==> src/rtl/hist_pkg.sv <==
package hist_pkg;
  typedef enum logic {
    RD_SHIFT = 1'b0,
    RD_LOAD  = 1'b1
  } rd_op_e;
endpackage

==> src/rtl/hist_cslow_acc.sv <==
// Two-slow accumulator: two registers in the feedback loop build
// interleaved partial sums; a registered adder merges them.
module hist_cslow_acc #(
  parameter int CNT_W = 19
) (
  input  logic             clk,
  input  logic             rst,
  input  logic             clr,
  input  logic             inc,
  output logic [CNT_W-1:0] total
);
  logic [CNT_W-1:0] part_a;
  logic [CNT_W-1:0] part_b;

  always_ff @(posedge clk) begin
    if (rst || clr) begin
      part_a <= '0;
      part_b <= '0;
      total  <= '0;
    end else begin
      part_a <= part_b + CNT_W'(inc);
      part_b <= part_a;
      total  <= part_a + part_b;
    end
  end
endmodule

==> src/rtl/hist_cell.sv <==
module hist_cell
  import hist_pkg::*;
#(
  parameter int PIX_W  = 3,
  parameter int CNT_W  = 19,
  parameter int BIN_ID = 0
) (
  input  logic             clk,
  input  logic             rst,
  input  logic             clr,
  input  logic             pix_vld_in,
  input  logic [PIX_W-1:0] pix_in,
  output logic             pix_vld_out,
  output logic [PIX_W-1:0] pix_out,
  input  rd_op_e           rd_op,
  input  logic             rd_vld_next,
  input  logic [CNT_W-1:0] rd_cnt_next,
  output logic             rd_vld_q,
  output logic [CNT_W-1:0] rd_cnt_q
);
  localparam logic [PIX_W-1:0] BIN_VAL = PIX_W'(BIN_ID);

  logic             hit;
  logic [CNT_W-1:0] bin_total;

  assign hit = pix_vld_in && (pix_in == BIN_VAL);

  // One pixel register per cell: the pixel path is not slowed.
  always_ff @(posedge clk) begin
    if (rst) begin
      pix_vld_out <= 1'b0;
      pix_out     <= '0;
    end else begin
      pix_vld_out <= pix_vld_in;
      pix_out     <= pix_in;
    end
  end

  hist_cslow_acc #(.CNT_W(CNT_W)) u_acc (
    .clk   (clk),
    .rst   (rst),
    .clr   (clr),
    .inc   (hit),
    .total (bin_total)
  );

  // Registered read multiplexer: own total on load, neighbour otherwise.
  always_ff @(posedge clk) begin
    if (rst) begin
      rd_vld_q <= 1'b0;
      rd_cnt_q <= '0;
    end else if (rd_op == RD_LOAD) begin
      rd_vld_q <= 1'b1;
      rd_cnt_q <= bin_total;
    end else begin
      rd_vld_q <= rd_vld_next;
      rd_cnt_q <= rd_cnt_next;
    end
  end
endmodule

==> src/rtl/hist_array.sv <==
module hist_array
  import hist_pkg::*;
#(
  parameter int PIX_W    = 3,
  parameter int NUM_BINS = 8,
  parameter int CNT_W    = 19
) (
  input  logic             clk,
  input  logic             rst,
  input  logic             clr,
  input  logic             in_valid,
  input  logic [PIX_W-1:0] in_pix,
  input  logic             rd_start,
  output logic             rd_valid,
  output logic [CNT_W-1:0] rd_data
);
  localparam int NSTAGE = NUM_BINS + 1;

  logic             pix_vld [NSTAGE];
  logic [PIX_W-1:0] pix_bus [NSTAGE];
  logic             rd_vld  [NSTAGE];
  logic [CNT_W-1:0] rd_cnt  [NSTAGE];
  rd_op_e           rd_op;

  assign rd_op = rd_start ? RD_LOAD : RD_SHIFT;

  // Input register, stage 0 of the pixel path.
  always_ff @(posedge clk) begin
    if (rst) begin
      pix_vld[0] <= 1'b0;
      pix_bus[0] <= '0;
    end else begin
      pix_vld[0] <= in_valid;
      pix_bus[0] <= in_pix;
    end
  end

  // Tail of the read chain feeds zeros.
  assign rd_vld[NUM_BINS] = 1'b0;
  assign rd_cnt[NUM_BINS] = '0;

  for (genvar i = 0; i < NUM_BINS; i++) begin : g_cell
    hist_cell #(
      .PIX_W  (PIX_W),
      .CNT_W  (CNT_W),
      .BIN_ID (i)
    ) u_cell (
      .clk         (clk),
      .rst         (rst),
      .clr         (clr),
      .pix_vld_in  (pix_vld[i]),
      .pix_in      (pix_bus[i]),
      .pix_vld_out (pix_vld[i+1]),
      .pix_out     (pix_bus[i+1]),
      .rd_op       (rd_op),
      .rd_vld_next (rd_vld[i+1]),
      .rd_cnt_next (rd_cnt[i+1]),
      .rd_vld_q    (rd_vld[i]),
      .rd_cnt_q    (rd_cnt[i])
    );
  end

  assign rd_valid = rd_vld[0];
  assign rd_data  = rd_cnt[0];
endmodule

==> config.mk <==
export PLATFORM = sky130hd
export DESIGN_NAME = hist_array
export DESIGN_NICKNAME = d
export VERILOG_FILES = /design/src/rtl/hist_pkg.sv /design/src/rtl/hist_cslow_acc.sv /design/src/rtl/hist_cell.sv /design/src/rtl/hist_array.sv
export SDC_FILE = /design/constraint.sdc
export NUM_CORES = 1
export LEC_CHECK = 0
export BUFFER_PORTS_ARGS = -buffer_cell sky130_fd_sc_hd__buf_4
export CAP_MARGIN = 20
export CORE_MARGIN = 2
export CORE_UTILIZATION = 50
export DETAILED_ROUTE_END_ITERATION = 8
export PLACE_DENSITY_LB_ADDON = 0.25
export SYNTH_ARGS = -nofsm -noshare
export SYNTH_HDL_FRONTEND = slang
export SYNTH_SLANG_ARGS = --single-unit
==> constraint.sdc <==
create_clock -name clk -period 2.9 [get_ports clk]
set_clock_uncertainty 0.2 [all_clocks]
set_input_delay 0.435 -clock clk [delete_from_list [all_inputs] [get_ports clk]]
set_output_delay 0.435 -clock clk [all_outputs]
set_load 0.1 [all_outputs]
==> impl_metrics.env <==
export IMPL_outcome="complete, no violations"
export IMPL_clkSlewWorstSetupHoldPaths_ns=0.06
export IMPL_synth_compound_area_share_pct=9.65
export IMPL_dr_pass1_iters=5
export IMPL_finalHoldViolCount=0
export IMPL_totalWireLength_um=58900
export IMPL_p_leak_nw=13.0
export IMPL_yosysSeqAreaShare_pct=47.2
export IMPL_grt_max_degree=171
export IMPL_cts_tree="done"
export IMPL_clk_latency_ns=0.60
export IMPL_rrSetupSlack_ns=0.20
export IMPL_hp_class="in2reg"
export IMPL_start_util_pct=50.8
export IMPL_grt_first_pass_wirelength_um=98000
export IMPL_syn_to_final_growth_pct=12.2
export IMPL_fmax_ghz=0.370
export IMPL_drive_gt1_share_pct=6.71
export IMPL_rows=85
export IMPL_synth_edf_count=0
export IMPL_slew_violations=0
export IMPL_gp_congestion=0.873
export IMPL_synth_xor_area_share_pct=6.56
export IMPL_num_vias=19800
export IMPL_design_area_um2=30900
export IMPL_critical_path_endpoint_type="register"
export IMPL_avgRoutedWirePerCell_um=16.1
export IMPL_die_h_um=239
export IMPL_synth_area_leaders="dfxtp_1 47%, ha_1 7.3%, nor2_1 5.8%"
export IMPL_criticalPathCategory="reg2reg"
export IMPL_hpwl_um=41200
export IMPL_ys_flop_type="dfxtp_1"
export IMPL_post_route_util_pct=57.0
export IMPL_numCtsBuffers=68
export IMPL_track_usage_pct=20.9
export IMPL_synth_area_um2=27500
export IMPL_io_pins=28
export IMPL_stdcell_count=3662
export IMPL_antenna_left=0
export IMPL_drt_initial_drc_count=1101
export IMPL_async_reset_ff_share_pct=0
export IMPL_muxShareOfSynthArea_pct=5.57
export IMPL_required_ns=3.22
export IMPL_cts_sinks=648
export IMPL_slew_headroom_pct=45.4
export IMPL_dp_cells=3537
export IMPL_io_buffers=27
export IMPL_tightest_slew_ns=0.819
export IMPL_power_density_nw_per_um2=592
export IMPL_ys_ff_latch=648
export IMPL_drv_cap=0
export IMPL_path_max_fanout=6
export IMPL_cts_setup_buffers=0
export IMPL_postSynthAreaPerCell_um2=9.50
export IMPL_startpoint_type="register"
export IMPL_grt_antenna_before_repair=1
export IMPL_rsz0062_at_grt="false"
export IMPL_ys_warn_count=0
export IMPL_core_region_area_um2=54100
export IMPL_place_area_um2=28500
export IMPL_grt_pass1_vias=19800
export IMPL_arrival_ns=3.02
export IMPL_overflow=0
export IMPL_cts_htree_levels=3
export IMPL_antennaDiodeCount=0
export IMPL_synth_top_area_cell="dfxtp_1"
export IMPL_die_area_um2=56900
export IMPL_power_mw=18.3
export IMPL_timing_final_crit_period_ns=2.70
export IMPL_fin_setup_tns_ns=0
export IMPL_ys_types=75
export IMPL_synthAdderAreaFrac_pct=7.86
export IMPL_ir_drop_mv=0.493
export IMPL_die_x_um=239
export IMPL_nets=3092
export IMPL_clk_root_buffer_cell="clkbuf_16"
export IMPL_setup_viol=0
export IMPL_drc=0
export IMPL_synth_top_area_share_pct=47.2
export IMPL_min_period_over_period_pct=93.1
export IMPL_synth_top_family_by_area="simple AND/OR/NAND/NOR gates"
export IMPL_synth_cells=2894
export IMPL_via_per_inst=5.40
export IMPL_cts_buffer_depth=3
export IMPL_synthSimpleGateAreaFrac_pct=20.8
export IMPL_syn_num_nets=3070
-- cell usage after synthesis (3+ instances only) --
master	count
a221o_1	3
nor3_1	52
nor2b_1	54
xnor2_1	86
a31o_2	3
o2111ai_1	4
a21o_1	43
o21bai_1	4
buf_6	4
o31ai_1	12
xor2_1	120
nor3b_1	9
o211a_1	5
nand3_1	79
o22ai_1	6
nand2_1	157
and2_1	194
o21a_1	22
nand4_1	42
a211oi_1	14
and4b_1	3
buf_2	13
and3_1	26
clkbuf_1	83
o221ai_1	4
mux2i_1	152
ha_1	160
nand3b_1	5
o31a_1	5
buf_1	12
a221oi_1	4
o211ai_1	20
or4_1	3
and4_1	22
nor2_1	423
a21o_2	3
nor4_1	8
or3_1	43
inv_1	47
o21ai_0	76
a31oi_1	21
dfxtp_1	648
fa_1	8
a21oi_1	128
nand2b_1	24
-- cells by family (layout without fill, tap and decap cells) --
group	after synthesis	in the layout
mux	153	153
simple gates	1153	1153
compound gates	405	405
flops	648	648
buf+inv	161	233
fa+ha+maj	168	168
xor+xnor	206	206
-- stage by stage --
step                worst slack (ns)  hold slack, ns
detailed placement            0.0599           0.215
CTS                           0.0325          0.0994
global route                  0.0304           0.133
floorplan                      0.472           0.206
global placement              -0.362           0.214
finish                         0.200           0.130
-- per-layer routing --
metal / global-route usage (%) / wire (um) / up-vias
li1: - / - / 9979
met1: 26.5 / 27300 / 9328
met2: 36.2 / 27900 / 344
met3: 3.35 / 1950 / 118
met4: 7.14 / 1780 / 0
met5: 0 / 0 / -
-- critical path, cell delays in order (launching register included) --
cell and delay (ns):
dfxtp_1 0.31, ha_1 0.24, fa_1 0.43, a211oi_1 0.33
o211ai_1 0.17, o211ai_2 0.16, nor4_1 0.14, or4_1 0.48
a21oi_1 0.16
-- repair_timing --
action	in CTS	in global routing
endpoints found under the setup margin	0	2
resized for setup	0	1
hold buffers	5	0
endpoints found under the hold margin	17	0
-- worst paths after layout --
| check | from | endpoint | cells after the start |
|---|---|---|---|
| worst max-delay path | g_cell[3].u_cell.u_acc.part_a[0] | g_cell[3].u_cell.u_acc.total[18] | 8 |
| worst min-delay path | rd_start | g_cell[2].u_cell.rd_vld_q | 3 |
| worst max register to register | g_cell[3].u_cell.u_acc.part_a[0] | g_cell[3].u_cell.u_acc.total[18] | 8 |
| worst min register to register | g_cell[7].u_cell.u_acc.total[12] | g_cell[7].u_cell.rd_cnt_q[12] | 1 |
-- sequential cells by signal (all words and copies together), names as in the netlist --
register                    cells
g_cell.u_cell.u_acc.part_a    152
g_cell.u_cell.pix_vld_out       7
g_cell.u_cell.rd_cnt_q        152
g_cell.u_cell.u_acc.total     152
g_cell.u_cell.rd_vld_q          8
g_cell.u_cell.u_acc.part_b    152
g_cell.u_cell.pix_out          21
pix_bus                         3
pix_vld                         1
-- placed cells by master, fill, tap and decap left out, types with 20 or more instances in the layout --
| master | n |
|---|---|
| and3_1 | 26 |
| and2_1 | 194 |
| nor2_1 | 422 |
| o21ai_0 | 76 |
| clkbuf_16 | 71 |
| a21oi_1 | 128 |
| and4_1 | 22 |
| or3_1 | 43 |
| nand2b_1 | 24 |
| dfxtp_1 | 648 |
| ha_1 | 160 |
| inv_1 | 47 |
| a31oi_1 | 21 |
| nor3_1 | 51 |
| nand3_1 | 79 |
| o21a_1 | 22 |
| xnor2_1 | 86 |
| a21o_1 | 43 |
| nand4_1 | 42 |
| nor2b_1 | 54 |
| nand2_1 | 157 |
| o211ai_1 | 20 |
| mux2i_1 | 152 |
| buf_4 | 50 |
| xor2_1 | 120 |
-- final cells by class --
class | instances | area (um2)
Clock inverter | 30 | 380
Sequential cell | 648 | 13000
Inverter | 47 | 176
Tap cell | 696 | 871
Multi-Input combinational cell | 2085 | 13900
Timing Repair Buffer | 66 | 616
Clock buffer | 90 | 1970
Fill cell | 4670 | 23300
-- where the power goes --
part           switching (mW)  internal [mW]  total (mW)
Sequential            0.00616           8.92        8.92
Combinational           0.237          0.105       0.342
Clock                    3.57           5.42        8.99
No activity file was read; power rests on OpenSTA's default activity.
